## config.mk

```make
export PLATFORM = sky130hd
export DESIGN_NAME = bl_pwm_lockupd
export DESIGN_NICKNAME = d
export VERILOG_FILES = /design/src/rtl/bl_pwm_pkg.sv /design/src/rtl/bl_pwm_regfile.sv /design/src/rtl/bl_pwm_timebase.sv /design/src/rtl/bl_pwm_dither.sv /design/src/rtl/bl_pwm_lockupd.sv
export SDC_FILE = /design/constraint.sdc
export NUM_CORES = 1
export LEC_CHECK = 0
export ABC_AREA = 1
export BUFFER_PORTS_ARGS = -buffer_cell sky130_fd_sc_hd__buf_2
export CAP_MARGIN = 20
export CORE_MARGIN = 2
export CORE_UTILIZATION = 32
export DETAILED_ROUTE_END_ITERATION = 7
export SKIP_LAST_GASP = 1
export SYNTH_ARGS = -nofsm -noshare
export SYNTH_HDL_FRONTEND = slang
export SYNTH_SLANG_ARGS = --single-unit
```

## constraint.sdc

```tcl
create_clock -name clk -period 14.1 [get_ports clk]
set_clock_uncertainty 0.1 [all_clocks]
set_input_delay 0 -clock clk [delete_from_list [all_inputs] [get_ports clk]]
set_output_delay 0 -clock clk [all_outputs]
set_load 0.02 [all_outputs]
```

## src/rtl/bl_pwm_pkg.sv

```systemverilog
// Package: shared widths, word field positions, config types and the
// decode helpers used by the backlight PWM block.
// Assumes a 16-bit active count and 32-bit software words.
package bl_pwm_pkg;

    localparam int DUTY_W   = 16;
    localparam int BCNT_W   = 4;
    localparam int WORD_W   = 32;
    localparam int SEL_W    = 2;
    localparam int NB_W     = $clog2(DUTY_W) + 1;

    localparam int PRD_LSB  = 0;
    localparam int BCNT_LSB = 16;
    localparam int ACT_LSB  = 0;
    localparam int FRAC_BIT = 30;
    localparam int EN_BIT   = 31;
    localparam int LOCK_BIT = 0;

    typedef enum logic [SEL_W-1:0] {
        SEL_PERIOD = 2'd0,
        SEL_DUTY   = 2'd1,
        SEL_LOCK   = 2'd2
    } reg_sel_e;

    typedef struct packed {
        logic [BCNT_W-1:0] bcnt;
        logic [DUTY_W-1:0] prd;
    } prd_cfg_t;

    typedef struct packed {
        logic              en;
        logic              frac;
        logic [DUTY_W-1:0] act;
    } duty_cfg_t;

    // Pull the period fields out of a software word.
    function automatic prd_cfg_t word_to_prd(input logic [WORD_W-1:0] w);
        prd_cfg_t c;
        c.prd  = w[PRD_LSB +: DUTY_W];
        c.bcnt = w[BCNT_LSB +: BCNT_W];
        return c;
    endfunction

    // Pull the duty fields out of a software word.
    function automatic duty_cfg_t word_to_duty(input logic [WORD_W-1:0] w);
        duty_cfg_t c;
        c.act  = w[ACT_LSB +: DUTY_W];
        c.frac = w[FRAC_BIT];
        c.en   = w[EN_BIT];
        return c;
    endfunction

    // Effective bit count: a zero field stands for the full duty width.
    function automatic logic [NB_W-1:0] eff_bits(input logic [BCNT_W-1:0] b);
        return (b == '0) ? NB_W'(DUTY_W) : NB_W'(b);
    endfunction

    // Counter limit: period masked to N bits, zero replaced by all ones.
    function automatic logic [DUTY_W-1:0] prd_limit(input prd_cfg_t c);
        logic [DUTY_W:0]   m;
        logic [DUTY_W-1:0] p;
        m = ((DUTY_W+1)'(1) << eff_bits(c.bcnt)) - (DUTY_W+1)'(1);
        p = c.prd & m[DUTY_W-1:0];
        return (p == '0) ? '1 : p;
    endfunction

    // Integer high count: the top N bits of the active count.
    function automatic logic [DUTY_W-1:0] int_part(input logic [DUTY_W-1:0] act,
                                                    input logic [NB_W-1:0]   n);
        return act >> (NB_W'(DUTY_W) - n);
    endfunction

    // Fraction bits moved to the top of a DUTY_W-wide field.
    function automatic logic [DUTY_W-1:0] frac_top(input logic [DUTY_W-1:0] act,
                                                    input logic [NB_W-1:0]   n);
        return act << n;
    endfunction

endpackage

```

## src/rtl/bl_pwm_regfile.sv

```systemverilog
// Shadow/live register bank with lock and update-pending flag.
// All data writes land in the shadow words. The live words load from the
// shadow words on a period wrap when an update is pending and the lock is open.
// Assumes wrap is a single-cycle pulse from the timebase.
module bl_pwm_regfile
    import bl_pwm_pkg::*;
#(
    parameter logic [WORD_W-1:0] DEF_PRD_WORD  = 32'h000C_0FA0,
    parameter logic [WORD_W-1:0] DEF_DUTY_WORD = 32'hC000_FA00
) (
    input  logic              clk,
    input  logic              rst_n,
    input  logic              wr_en,
    input  logic [SEL_W-1:0]  wr_sel,
    input  logic [WORD_W-1:0] wr_data,
    input  logic              wrap,
    output prd_cfg_t          live_prd,
    output duty_cfg_t         live_duty,
    output prd_cfg_t          nxt_prd,
    output duty_cfg_t         nxt_duty,
    output logic              lock_q,
    output logic              pend_q
);

    localparam prd_cfg_t  PRD_RST  = word_to_prd(DEF_PRD_WORD);
    localparam duty_cfg_t DUTY_RST = word_to_duty(DEF_DUTY_WORD);

    prd_cfg_t  sh_prd;
    duty_cfg_t sh_duty;
    logic      load;
    logic      data_wr;
    logic      unlock_wr;
    logic      pend_set;

    assign data_wr   = wr_en && (wr_sel == SEL_PERIOD || wr_sel == SEL_DUTY);
    assign unlock_wr = wr_en && (wr_sel == SEL_LOCK) && lock_q && !wr_data[LOCK_BIT];
    assign pend_set  = (data_wr && !lock_q) || unlock_wr;
    assign load      = wrap && pend_q && !lock_q;

    assign nxt_prd   = load ? sh_prd  : live_prd;
    assign nxt_duty  = load ? sh_duty : live_duty;

    // Capture software writes into the shadow words and the lock bit.
    always_ff @(posedge clk) begin
        if (!rst_n) begin
            sh_prd  <= PRD_RST;
            sh_duty <= DUTY_RST;
            lock_q  <= 1'b0;
        end else if (wr_en) begin
            case (wr_sel)
                SEL_PERIOD: sh_prd  <= word_to_prd(wr_data);
                SEL_DUTY:   sh_duty <= word_to_duty(wr_data);
                SEL_LOCK:   lock_q  <= wr_data[LOCK_BIT];
                default:    ;
            endcase
        end
    end

    // Move shadow words to live words at an unlocked, pending period wrap.
    always_ff @(posedge clk) begin
        if (!rst_n) begin
            live_prd  <= PRD_RST;
            live_duty <= DUTY_RST;
        end else if (load) begin
            live_prd  <= sh_prd;
            live_duty <= sh_duty;
        end
    end

    // Track the pending flag; a new request wins over the clear on a load.
    always_ff @(posedge clk) begin
        if (!rst_n)        pend_q <= 1'b0;
        else if (pend_set) pend_q <= 1'b1;
        else if (load)     pend_q <= 1'b0;
    end

endmodule

```

## src/rtl/bl_pwm_timebase.sv

```systemverilog
// Period counter: counts from zero up to the limit and then restarts.
// Flags the last clock of each period. Assumes the limit changes only on a wrap.
module bl_pwm_timebase #(
    parameter int W = 16
) (
    input  logic         clk,
    input  logic         rst_n,
    input  logic [W-1:0] limit,
    output logic [W-1:0] cnt_q,
    output logic         wrap
);

    assign wrap = (cnt_q >= limit);

    // Advance the period counter, restarting after the limit.
    always_ff @(posedge clk) begin
        if (!rst_n)    cnt_q <= '0;
        else if (wrap) cnt_q <= '0;
        else           cnt_q <= cnt_q + W'(1);
    end

endmodule

```

## src/rtl/bl_pwm_dither.sv

```systemverilog
// Fraction accumulator for fractional duty mode.
// On each period wrap, adds the fraction of the upcoming period into an
// accumulator. The carry out grants one extra high clock for that period.
// Clears when fractional mode is off. Assumes frac_top is top-aligned.
module bl_pwm_dither #(
    parameter int W = 16
) (
    input  logic         clk,
    input  logic         rst_n,
    input  logic         wrap,
    input  logic         frac_en,
    input  logic [W-1:0] frac_top,
    output logic         extra_q
);

    logic [W-1:0] acc_q;
    logic [W:0]   sum;

    assign sum = {1'b0, acc_q} + {1'b0, frac_top};

    // Accumulate once per period and register the carry for that period.
    always_ff @(posedge clk) begin
        if (!rst_n) begin
            acc_q   <= '0;
            extra_q <= 1'b0;
        end else if (wrap) begin
            if (frac_en) begin
                acc_q   <= sum[W-1:0];
                extra_q <= sum[W];
            end else begin
                acc_q   <= '0;
                extra_q <= 1'b0;
            end
        end
    end

endmodule

```

## src/rtl/bl_pwm_lockupd.sv

```systemverilog
// Top: backlight PWM with shadowed, lockable configuration.
// Ties together the register bank, the period timebase and the fraction
// accumulator, and forms the gated output compare.
// Assumes one register write per clock on a simple strobe port.
module bl_pwm_lockupd
    import bl_pwm_pkg::*;
#(
    parameter logic [31:0] DEF_PRD_WORD  = 32'h000C_0FA0,
    parameter logic [31:0] DEF_DUTY_WORD = 32'hC000_FA00
) (
    input  logic        clk,
    input  logic        rst_n,
    input  logic        wr_en,
    input  logic [1:0]  wr_sel,
    input  logic [31:0] wr_data,
    output logic        pwm_out,
    output logic        prd_wrap,
    output logic        upd_pending
);

    prd_cfg_t          live_prd;
    duty_cfg_t         live_duty;
    prd_cfg_t          nxt_prd;
    duty_cfg_t         nxt_duty;
    logic              lock_q;
    logic              wrap;
    logic              extra;
    logic [DUTY_W-1:0] cnt;
    logic [DUTY_W-1:0] limit;
    logic [NB_W-1:0]   live_n;
    logic [NB_W-1:0]   nxt_n;
    logic [DUTY_W-1:0] ipart;
    logic [DUTY_W:0]   hi_cnt;

    // Flattened live fields, also used by the bound checker.
    logic              live_en_w;
    logic [DUTY_W-1:0] live_act_w;
    logic [DUTY_W-1:0] live_prdv_w;
    logic [BCNT_W-1:0] live_bcnt_w;

    bl_pwm_regfile #(
        .DEF_PRD_WORD  (DEF_PRD_WORD),
        .DEF_DUTY_WORD (DEF_DUTY_WORD)
    ) u_regs (
        .clk       (clk),
        .rst_n     (rst_n),
        .wr_en     (wr_en),
        .wr_sel    (wr_sel),
        .wr_data   (wr_data),
        .wrap      (wrap),
        .live_prd  (live_prd),
        .live_duty (live_duty),
        .nxt_prd   (nxt_prd),
        .nxt_duty  (nxt_duty),
        .lock_q    (lock_q),
        .pend_q    (upd_pending)
    );

    assign limit = prd_limit(live_prd);

    bl_pwm_timebase #(.W(DUTY_W)) u_tb (
        .clk   (clk),
        .rst_n (rst_n),
        .limit (limit),
        .cnt_q (cnt),
        .wrap  (wrap)
    );

    assign nxt_n = eff_bits(nxt_prd.bcnt);

    bl_pwm_dither #(.W(DUTY_W)) u_dith (
        .clk      (clk),
        .rst_n    (rst_n),
        .wrap     (wrap),
        .frac_en  (nxt_duty.frac),
        .frac_top (frac_top(nxt_duty.act, nxt_n)),
        .extra_q  (extra)
    );

    assign live_n      = eff_bits(live_prd.bcnt);
    assign ipart       = int_part(live_duty.act, live_n);
    assign hi_cnt      = {1'b0, ipart} + {{DUTY_W{1'b0}}, extra};

    assign live_en_w   = live_duty.en;
    assign live_act_w  = live_duty.act;
    assign live_prdv_w = live_prd.prd;
    assign live_bcnt_w = live_prd.bcnt;

    assign pwm_out     = live_duty.en && ({1'b0, cnt} < hi_cnt);
    assign prd_wrap    = wrap;

endmodule

```

# After elaboration in Yosys (flattened, before gate mapping)
# Index checks and enable logic that the tools add are counted.
# totals
output_inout_bits	3
input_bits	37
ff_bits	111
# op_classes
n_reduce_logical	21
n_eq_ne	2
muxes	9
n_shift	3
order_cmp	2
addsub	5
n_bitwise	2
# ops
cell	n
$mux 16	2
$mux 20	1
$add 16x1->17	1
$add 16x16->17	1
$lt 16x17->1	1
$mux 17	1
$add 16x1->16 const B	1
$and 16x16->16	1
$ge 16x16->1	1
$logic_not 16->1	1
$shl 1x5->16 const A	1
$shl 16x5->16	1
$shr 16x5->16	1
$sub 16x2->16 const B	1
$mux 5	2
$logic_and 1x1->1	8
$logic_not 4->1	2
$reduce_and 2->1	3
$sub 5x5->5 const A	1
$mux 1	3
$eq 2x1->1 const B	1
$eq 2x2->1 const B	1
$logic_not 1->1	2
$logic_not 2->1	1
other kinds (4)	5

# Logic depth before layout (Yosys ltp)
# Gate-level depths: netlist of the first run.
# logic_depth
word_depth	16
depth_mapped	52
mapped_depth_nobuf	49

# By module
# From an unflattened synthesis of the first run, not the netlist that was laid out.
# hier_totals
cells_unflattened	1390
area_unflattened_um2	8862.2
# by_module_without_submodules
mod	seq_area_each_um2	cells_each	area_per_inst_um2	n_inst
bl_pwm_regfile	1561.5	412	3078.0	1
bl_pwm_lockupd	0.0	547	2904.0	1
bl_pwm_dither	340.3	263	1697.9	1
bl_pwm_timebase	320.3	168	1182.4	1

# Worst setup path after synthesis of the first run
# OpenSTA, ideal clock, no wires.
# synth_path
path_kind	register -> register
start	register u_regs.live_prd[16] (netlist name)
end	register u_dith.acc_q[12]
synth_period_minus_slack_ps	6061
stages_incl_launch_ff	48
required_ps	13881
path_slack_ps	8039
arrival_time_ps	5842
n_path_buf	4
cell_sequence	dfxtp_1 -> inv_1 -> ha_1 -> nand2_4 -> nand2_2 -> buf_6 -> ha_1 -> nand2_1 -> ha_1 -> nand3_2 -> nor2_2 -> inv_1 -> nor2_1 -> nand2_1 -> nand3_1 -> nand2_1 -> nor2_1 -> nand4_4 -> [... 12 more ...] -> buf_2 -> nand2_1 -> nand2_1 -> nand3_1 -> nand2_1 -> nand2_1 -> nand2_1 -> nor2_1 -> ha_1 -> inv_1 -> o21bai_1 -> a21oi_1 -> o21ai_0 -> a31oi_1 -> o21ai_0 -> a21oi_1 -> o21ai_0 -> nand2_1
# synth_via
elab_chain_cells	16
word_cells_on_any_way	17
classes_between	add/sub (2); order compare (1); shift (2); mux (6); bitwise (1); reduce/logical (5)
# synth_lines
item	line	source
$logic_not 4->1	bl_pwm_pkg.sv:55	return (b == '0) ? NB_W'(DUTY_W) : NB_W'(b);
$mux 5	bl_pwm_pkg.sv:55	
$shl 1x5->16	bl_pwm_pkg.sv:62	m = ((DUTY_W+1)'(1) << eff_bits(c.bcnt)) - (DUTY_W+1)'(1);
$sub 16x2->16	bl_pwm_pkg.sv:62	
$and 16x16->16	bl_pwm_pkg.sv:63	p = c.prd & m[DUTY_W-1:0];
$logic_not 16->1	bl_pwm_pkg.sv:64	return (p == '0) ? '1 : p;
$mux 16	bl_pwm_pkg.sv:64	
$ge 16x16->1	bl_pwm_timebase.sv:13	assign wrap = (cnt_q >= limit);
$logic_and 1x1->1 (2 in series)	bl_pwm_regfile.sv:38	assign load = wrap && pend_q && !lock_q;
$mux 20	bl_pwm_regfile.sv:40	assign nxt_prd = load ? sh_prd : live_prd;
$logic_not 4->1	bl_pwm_pkg.sv:55	
$mux 5	bl_pwm_pkg.sv:55	
$shl 16x5->16	bl_pwm_pkg.sv:76	return act << n;
$add 16x16->17	bl_pwm_dither.sv:19	assign sum = {1'b0, acc_q} + {1'b0, frac_top};
$mux 16	bl_pwm_dither.sv:27	if (frac_en) begin
end signal: assignment	bl_pwm_dither.sv:28	acc_q <= sum[W-1:0];
end: declaration	bl_pwm_dither.sv:16	logic [W-1:0] acc_q;
# Several ways; a longest one is shown, not always the timed one.
# A chain may end at the register's enable or synchronous reset.

# Worst setup path in the final report of the first run
# layout_path
start	register u_regs.live_prd[16] (netlist name)
end	register u_dith.acc_q[12]
# layout_via
elab_chain_cells	16
word_cells_on_any_way	17
classes_between	add/sub (2); order compare (1); shift (2); mux (6); bitwise (1); reduce/logical (5)
# layout_lines
item	line
$logic_not 4->1	bl_pwm_pkg.sv:55
$mux 5	bl_pwm_pkg.sv:55
$shl 1x5->16	bl_pwm_pkg.sv:62
$sub 16x2->16	bl_pwm_pkg.sv:62
$and 16x16->16	bl_pwm_pkg.sv:63
$logic_not 16->1	bl_pwm_pkg.sv:64
$mux 16	bl_pwm_pkg.sv:64
$ge 16x16->1	bl_pwm_timebase.sv:13
$logic_and 1x1->1 (2 in series)	bl_pwm_regfile.sv:38
$mux 20	bl_pwm_regfile.sv:40
$logic_not 4->1	bl_pwm_pkg.sv:55
$mux 5	bl_pwm_pkg.sv:55
$shl 16x5->16	bl_pwm_pkg.sv:76
$add 16x16->17	bl_pwm_dither.sv:19
$mux 16	bl_pwm_dither.sv:27
# Several ways; a longest one is shown, not always the timed one.

==> flow_summary.toml, run 1 <==
[outcome]
status = "finished, final reports clean"

[clock_tree]
clkLatencyLatePin_ns = 0.37
tritoncts = "yes"
cts_sinks = 111
clock_path_buffers = 2
post_cts_buffers = 0
h-tree-depth = 3
root_buffer = "clkbuf_16"
cts_buffers = 9
path_clk_slew_ns = 0.10

[pwr]
p_seq_share_pct = 50.5
internal_power_uw = 468
clockPowerShare_pct = 44.1
p_sw_share_pct = 27.2
peakVddDrop_v = 0.0000519
p_per_area_nw_per_um2 = 72.3
leakage_nw = 4.48
power_frac_comb_pct = 5.4
p_sw_uw = 175

[die]
start_util_pct = 32.6
core.rowCount = 57
die-area_um2 = 26000
fp.dieH_um = 161
chipWidth_um = 161
core_area_um2 = 24300
pin_count = 40

[placement]
dp.cells = 1568
dpl_worst_slack_ns = 6.23
dp_hpwl_mm = 15.6
port_buffers = 29
routabilityCongestion = 0.880

[yosys]
syn_nets = 1351
synth_ff_type = "dfxtp_1"
seq_area_frac_synth_pct = 28.1
yosysWarnings = 0
netlist_area_um2 = 7920
yosysUniqueCellTypes = 49
ys_seq_elements = 111
async_flop_share_pct = 0
netlist_instances = 1253
synth_edf_count = 0
avgSynthCellArea_um2 = 6.32

[timing]
finalCritPeriodShare_pct = 56.2
fin_hold_ws_ns = 0.115
slew_headroom_pct = 39.2
hold_viol = 0
period_needed_ns = 7.92
worst_pin_slew_ns = 0.908
max_freq_mhz = 126
rsz0062_at_grt = "no"
worst_slack_ns = 6.18
finalSetupTns_ns = 0
setup_viol = 0
slew_violations = 0

[setup_path]
cp_slowest_stage_delay_ns = 0.49
regToRegStartpoint = "u_regs.live_prd[16]"
worstPathRequired_ns = 14.26
worst_path_most_repeated_cell = "nand2_1"
r2r_end = "u_dith.acc_q[12]"
rr_worst_depth = 39
crit_path_end_kind = "flop"
regToRegSetupSlack_ns = 6.18
path_max_fanout = 53
worstSetupPathType = "reg -> reg"
critPathArrivalTime_ns = 8.08
cp_slowest_cell = "dfxtp_1"
crit_path_start_kind = "flop"

[layout]
syn_to_final_growth_pct = 12.3
layout-drive-gt1-share_pct = 6.92
diodes = 0
fill_cells = 2636
seq_area_um2 = 2220
final-instance-count-excl-fill = 1610
multi_input_area_um2 = 5020
fin_nets = 1379

[route]
first_pass_iters = 5
vias_per_cell = 4.79
post_drt_wl_per_cell_um = 12.9
drcViolationCount = 0
antenna_left = 0
vias = 7713
drtIter0Drc = 373
routed_wl_mm = 20.8

[grt]
overflow = 0
gr-usage-all-layers_pct = 16.4
antenna_found_initial = 0
grt_pass1_vias = 7172
grt_pass1_wl_mm = 34.8
grt_max_degree = 64

[job]
cap_violations = 0

[hold_path]
holdPathEnd = "u_regs.sh_duty[17]"
hp-class = "in -> reg"
hold_depth = 3
hold_start = "rst_n"
==> power by group through the flow <==
stage	clock [mW]	combinational (mW)	sequential, mW
floorplan	0	0.0184	0.330
global placement	0	0.0289	0.332
detailed placement	0	0.0293	0.332
CTS	0.293	0.0349	0.325
global route	0.300	0.0396	0.325
finish	0.284	0.0350	0.325
==> how the worst max path moves through the flow <==
| stage | startpoint | endpoint | slack (ns) | cells past startpoint |
|---|---|---|---|---|
| 2_1_floorplan | u_regs.live_prd[16] | u_dith.acc_q[12] | 8.04 | 47 |
| 3_3_place_gp | u_regs.live_prd[16] | u_dith.acc_q[12] | 6.25 | 39 |
| 3_5_place_dp | u_regs.live_prd[16] | u_dith.acc_q[12] | 6.23 | 40 |
| 4_1_cts | u_regs.live_prd[16] | u_dith.acc_q[12] | 6.20 | 41 |
| 5_1_grt | u_regs.live_prd[16] | u_dith.acc_q[15] | 5.27 | 41 |
| 6_report | u_regs.live_prd[16] | u_dith.acc_q[12] | 6.18 | 39 |
==> kinds of logic after synthesis <==
group                    after synthesis  synth area share (%)
other                                  1                0.0473
multiplexers                           1                 0.126
buffers and inverters                168                  8.53
AO/OA/AOI/OAI                        181                  12.6
AND/OR/NAND/NOR                      703                  37.7
XOR/XNOR                              27                  3.22
adder cells (fa/ha/maj)               61                  9.73
flip-flops                           111                  28.1
==> final cells by class <==
class | count | share of cell area, %
inverter | 123 | 5.19
sequential | 111 | 25.0
tap | 324 | 4.56
timing repair buffer | 62 | 5.15
multi-input combinational | 974 | 56.5
clock buffer | 9 | 2.53
clock inverter | 7 | 1.11
==> per-layer routing <==
| layer | wire length (um) | track usage, % | vias up |
|---|---|---|---|
| li1 | - | - | 4113 |
| met4 | 195 | 3.65 | 0 |
| met5 | 0 | 0 | - |
| met2 | 9700 | 28.0 | 105 |
| met1 | 10300 | 22.2 | 3483 |
| met3 | 596 | 2.00 | 12 |
==> cell usage in the layout (no fill, tap or decap), types with 10 or more instances in the layout <==
| cell | count |
|---|---|
| nand2_1 | 377 |
| nor2_1 | 147 |
| nand3_1 | 119 |
| inv_1 | 114 |
| dfxtp_1 | 111 |
| o21ai_0 | 89 |
| ha_1 | 60 |
| a21oi_1 | 47 |
| buf_2 | 29 |
| dlygate4sd3_1 | 26 |
| xor2_1 | 16 |
| nand4_1 | 13 |
| o211ai_1 | 11 |
| xnor2_1 | 10 |
==> what timing repair did <==
action	4_1_cts	5_1_grt
hold buffers	26	0
gates resized for setup	0	0
endpoints found under the hold margin	40	0
endpoints found under the setup margin	0	0
==> cell usage after synthesis (all sizes together) (2+ instances only) <==
master	count	area [um2]
xnor2	10	87.6
ha	60	751
nand2	384	1460
nor3	9	45.0
o21bai	4	30.0
nand3b	5	37.5
buf	16	105
o21ai	101	517
xor2	17	168
a21oi	47	235
o21a	3	22.5
inv	122	458
a21boi	3	22.5
a22o	2	17.5
dfxtp	111	2220
nand3	121	616
nor3b	4	35.0
or2	9	56.3
o211ai	11	82.6
clkbuf	29	109
a211oi	4	30.0
nor2	156	622
nand4	14	103
a31oi	3	18.8
==> worst max-delay path, delay by kind of cell (launching register included) <==
family                   cells  cell delay (ns)
AO/OA/AOI/OAI                8             1.63
adder cells (fa/ha/maj)      5             1.40
buffers and inverters        4             1.14
flip-flops                   1             0.49
AND/OR/NAND/NOR             22             2.97
==> registers in the layout (all words and copies together) (netlist names) <==
register	flops
u_regs.sh_duty	18
u_regs.sh_prd	20
u_regs.pend_q	1
u_dith.extra_q	1
u_regs.live_prd	20
u_tb.cnt_q	16
u_dith.acc_q	16
u_regs.live_duty	18
u_regs.lock_q	1
==> per-stage QoR <==
stage | utilization [%] | cell area, um2 | total power, mW
2_1_floorplan | - | 7920 | 0.349
3_3_place_gp | 34.2 | 8310 | 0.361
3_5_place_dp | 34.2 | 8310 | 0.361
4_1_cts | 36.6 | 8890 | 0.653
5_1_grt | 36.6 | 8890 | 0.665
6_report | 36.6 | 8890 | 0.643
(Power assumes the default switching activity.)
==> run 2: changes to the inputs <==
==> constraint.sdc (replaced) <==
create_clock -name clk -period 7.25 [get_ports clk]
set_clock_uncertainty 0.1 [all_clocks]
set_input_delay 0 -clock clk [delete_from_list [all_inputs] [get_ports clk]]
set_output_delay 0 -clock clk [all_outputs]
set_load 0.02 [all_outputs]
==> flow_summary.toml, run 2 (synthesis gave the netlist of run 1 again) <==
[die]
pin_count = 40
core_area_um2 = 24300
die-area_um2 = 26000
chipWidth_um = 161
fp.dieH_um = 161
core.rowCount = 57
start_util_pct = 32.6

[timing]
slew_headroom_pct = 49.2
slew_violations = 0
setup_viol = 0
rsz0062_at_grt = "no"
finalCritPeriodShare_pct = 91.3
period_needed_ns = 6.62
finalSetupTns_ns = 0
hold_viol = 0
worst_pin_slew_ns = 0.760
max_freq_mhz = 151

[layout]
syn_to_final_growth_pct = 14.0
final_cell_mix = "377 x nand2_1, 145 x nor2_1, 119 x nand3_1"
final-instance-count-excl-fill = 1622
final_common_cell = "nand2_1"
biggestRegsByFlops = "u_regs.live_prd x20, u_regs.sh_prd x20"
multi_input_area_um2 = 5070
seq_area_um2 = 2220
diodes = 0
layout-drive-gt1-share_pct = 8.09
fin_nets = 1391
fin_area_um2 = 9030
fill_cells = 2607

[clock_tree]
cts_buffers = 9
tritoncts = "yes"
root_buffer = "clkbuf_16"
cts_sinks = 111
h-tree-depth = 3
clock_path_buffers = 2
clkLatencyLatePin_ns = 0.38
path_clk_slew_ns = 0.09

[setup_path]
path_max_fanout = 14
worst_path_most_repeated_cell = "nand2_1"
critPathArrivalTime_ns = 6.77
worstSetupPathType = "reg -> reg"
cp_slowest_cell = "o21ai_1"
crit_path_end_kind = "flop"
cp_slowest_stage_delay_ns = 0.49
regToRegStartpoint = "u_regs.live_prd[18]"
crit_path_start_kind = "flop"
crit_start = "u_regs.live_prd[18]"
cp_top_family = "simple AND/OR/NAND/NOR gates"
worstPathRequired_ns = 7.40
critPathBufInv = 4

[placement]
routabilityCongestion = 0.890
port_buffers = 29
post_dp_cell_area_um2 = 8390
dp_hpwl_mm = 16.2
dp.cells = 1578

[route]
vias_per_cell = 4.85
routed_wl_mm = 21.3
antenna_left = 0
drcViolationCount = 0
vias = 7865
post_drt_wl_per_cell_um = 13.2
first_pass_iters = 6
drtIter0Drc = 467

[grt]
grt_pass1_wl_mm = 35.6
grt_pass1_vias = 7196
overflow = 0
gr-usage-all-layers_pct = 16.8
antenna_found_initial = 0
grt_max_degree = 64

[hold_path]
hold_start = "rst_n"
hp-class = "in -> reg"

[outcome]
status = "finished, final reports clean"

[pwr]
peakVddDrop_v = 0.000108
leakage_nw = 4.53
p_per_area_nw_per_um2 = 138

[job]
cap_violations = 0
## run 2: per-layer routing
| layer | vias to the layer above | part of all wire, % | global-route usage, % |
|---|---|---|---|
| met4 | 0 | 1.8 | 4.34 |
| li1 | 4142 | - | - |
| met2 | 137 | 45 | 27.7 |
| met1 | 3567 | 50 | 22.9 |
| met3 | 19 | 3.5 | 2.62 |
| met5 | - | 0 | 0 |
## run 2: worst min-delay path, cell delays in order
cell,delay [ns]
buf_2,0.09
buf_4,0.31
nand3_1,0.16
## run 2: cell type report
| class | instances | area share, % |
|---|---|---|
| multi-input cells | 975 | 56.2 |
| flip-flops and latches | 111 | 24.6 |
| repair buffers | 73 | 5.99 |
| inverters | 123 | 5.11 |
| well taps | 324 | 4.49 |
| clock buffers | 9 | 2.49 |
| clock inverters | 7 | 1.12 |
## run 2: worst paths after layout
path	endpoint	slack, ns	depth (start not counted)
setup / recovery	u_dith.acc_q[10]	0.63	38
hold / removal	u_regs.sh_prd[11]	0.12	3
setup reg to reg	u_dith.acc_q[10]	0.63	38
hold reg to reg	u_regs.sh_prd[11]	0.36	2
## run 2: repair_timing
item,4_1_cts,5_1_grt
setup endpoints to repair,0,8
gates resized for setup,0,10
setup buffers,0,1
endpoints found under the hold margin,40,0
hold buffers,26,0
## run 2: stage by stage
| step | worst slack [ns] | hold slack (ns) | utilization (%) | power (mW) |
|---|---|---|---|---|
| global placement | 0.473 | 0.119 | 34.5 | 0.703 |
| detailed placement | 0.413 | 0.125 | 34.5 | 0.704 |
| CTS | 0.363 | 0.102 | 36.9 | 1.26 |
| global route | 0.00284 | 0.152 | 37.1 | 1.29 |
| finish | 0.628 | 0.117 | 37.1 | 1.25 |
| floorplan | 1.19 | 0.0263 | - | 0.678 |
## run 2: where the power goes
group / internal (mW) / total (mW) / switching [mW]
logic: 0.0291 / 0.0700 / 0.0408
registers: 0.622 / 0.631 / 0.00913
clock network: 0.256 / 0.545 / 0.289
total: 0.908 / 1.25 / 0.339
==> run 3: changes to the inputs <==
--- a/config.mk
+++ b/config.mk
@@ -9,7 +9,7 @@
 export BUFFER_PORTS_ARGS = -buffer_cell sky130_fd_sc_hd__buf_2
 export CAP_MARGIN = 20
 export CORE_MARGIN = 2
-export CORE_UTILIZATION = 32
+export CORE_UTILIZATION = 30
 export DETAILED_ROUTE_END_ITERATION = 7
 export SKIP_LAST_GASP = 1
 export SYNTH_ARGS = -nofsm -noshare
==> flow_summary.toml, run 3 (synthesis gave the netlist of run 1 again) <==
[layout]
diodes = 0
final-instance-count-excl-fill = 1631
final_cell_mix = "373 x nand2_1, 144 x nor2_1, 119 x nand3_1"
fill_cells = 2819
biggestRegsByFlops = "u_regs.live_prd x20, u_regs.sh_prd x20"
fin_nets = 1389
final_common_cell = "nand2_1"
syn_to_final_growth_pct = 14.2
layout-drive-gt1-share_pct = 8.64
multi_input_area_um2 = 5070
seq_area_um2 = 2220
fin_area_um2 = 9050

[timing]
period_needed_ns = 6.55
finalCritPeriodShare_pct = 90.4
setup_viol = 0
slew_headroom_pct = 45.2
slew_violations = 0
hold_viol = 0
max_freq_mhz = 153
worst_pin_slew_ns = 0.818
finalSetupTns_ns = 0

[die]
chipWidth_um = 166
core.rowCount = 59
fp.dieH_um = 166
core_area_um2 = 26000
start_util_pct = 30.5
pin_count = 40
die-area_um2 = 27700

[route]
routed_wl_mm = 21.5
vias_per_cell = 4.79
drcViolationCount = 0
wl_met1_mm = 10.6
antenna_left = 0
vias = 7805
first_pass_iters = 5
wl_met2_mm = 9.87
drtIter0Drc = 550
topRoutingLayerUsed = "met4"
routed-wl-met3_um = 723
post_drt_wl_per_cell_um = 13.2

[setup_path]
worst_path_most_repeated_cell = "nand2_1"
worstPathRequired_ns = 7.44
regToRegSetupSlack_ns = 0.70
worstSetupPathType = "reg -> reg"
critPathBufInv = 5
critPathArrivalTime_ns = 6.75
crit_path_end_kind = "flop"
crit_path_start_kind = "flop"
cp_top_family = "simple AND/OR/NAND/NOR gates"
path_max_fanout = 13
cp_slowest_stage_delay_ns = 0.42
cp_slowest_cell = "dfxtp_2"

[clock_tree]
clock_path_buffers = 2
cts_buffers = 9
cts_sinks = 111
h-tree-depth = 3
root_buffer = "clkbuf_16"
tritoncts = "yes"
clkLatencyLatePin_ns = 0.38
path_clk_slew_ns = 0.09
post_cts_buffers = 0

[grt]
gr-usage-all-layers_pct = 15.4
grt_max_degree = 64
grt_pass1_wl_mm = 35.2
grt_pass1_vias = 7148
antenna_found_initial = 0
overflow = 0

[job]
cap_violations = 0

[outcome]
status = "finished, final reports clean"

[pwr]
p_per_area_nw_per_um2 = 140
leakage_nw = 4.53
power_mw = 1.26
peakVddDrop_v = 0.000166

[placement]
post_dp_cell_area_um2 = 8400
port_buffers = 29
dp.cells = 1588
dp_hpwl_mm = 16.0
routabilityCongestion = 0.895

[hold_path]
hp-class = "in -> reg"
run 3: cell count changes in the layout (fill, tap and decap cells not counted), sizes merged:
cell / change
inv: +3
buf: -2
clkinv: -3
run 3: metal layers:
layer	vias up	global-route usage [%]
met5	-	0
met2	123	25.7
li1	4151	-
met1	3511	20.8
met4	0	3.79
met3	20	2.61
run 3: final cells by class:
| class | instances | area share, % |
|---|---|---|
| Clock buffer | 9 | 2.49 |
| Clock inverter | 7 | 1.13 |
| Inverter | 123 | 5.13 |
| Multi-Input combinational cell | 975 | 56.1 |
| Sequential cell | 111 | 24.6 |
| Tap cell | 335 | 4.63 |
| Timing Repair Buffer | 71 | 5.95 |
run 3: report_power, final:
| part | internal, mW | switching, mW |
|---|---|---|
| combinational | 0.0285 | 0.0402 |
| clock | 0.262 | 0.302 |
| sequential | 0.622 | 0.00918 |
run 3: tightest hold or removal path: cells and delay by family:
kind                   cells  cell delay [ns]
buffers and inverters      2             0.41
and+or+nand+nor            1             0.13
run 3: final timing paths:
check | startpoint | end | depth (start not counted)
hold reg to reg | u_regs.sh_prd[5] | u_regs.live_prd[5] | 2
hold / removal | rst_n | u_regs.live_prd[19] | 3
setup / recovery | u_regs.live_prd[16] | u_dith.acc_q[15] | 41
setup reg to reg | u_regs.live_prd[16] | u_dith.acc_q[15] | 41
run 3: per-stage QoR:
step | worst slack [ns] | hold WS (ns) | utilization (%)
after global placement | 0.547 | 0.116 | 32.3
final | 0.696 | 0.101 | 34.8
after detailed placement | 0.407 | 0.122 | 32.3
after floorplan | 1.19 | 0.0263 | -
after global routing | -0.0123 | 0.128 | 34.8
after CTS | 0.386 | 0.0911 | 34.6
run 3: what timing repair did:
item | 4_1_cts | 5_1_grt
hold buffers | 26 | 0
hold endpoints to repair | 40 | 0
gates resized for setup | 0 | 18
setup endpoints to repair | 0 | 10
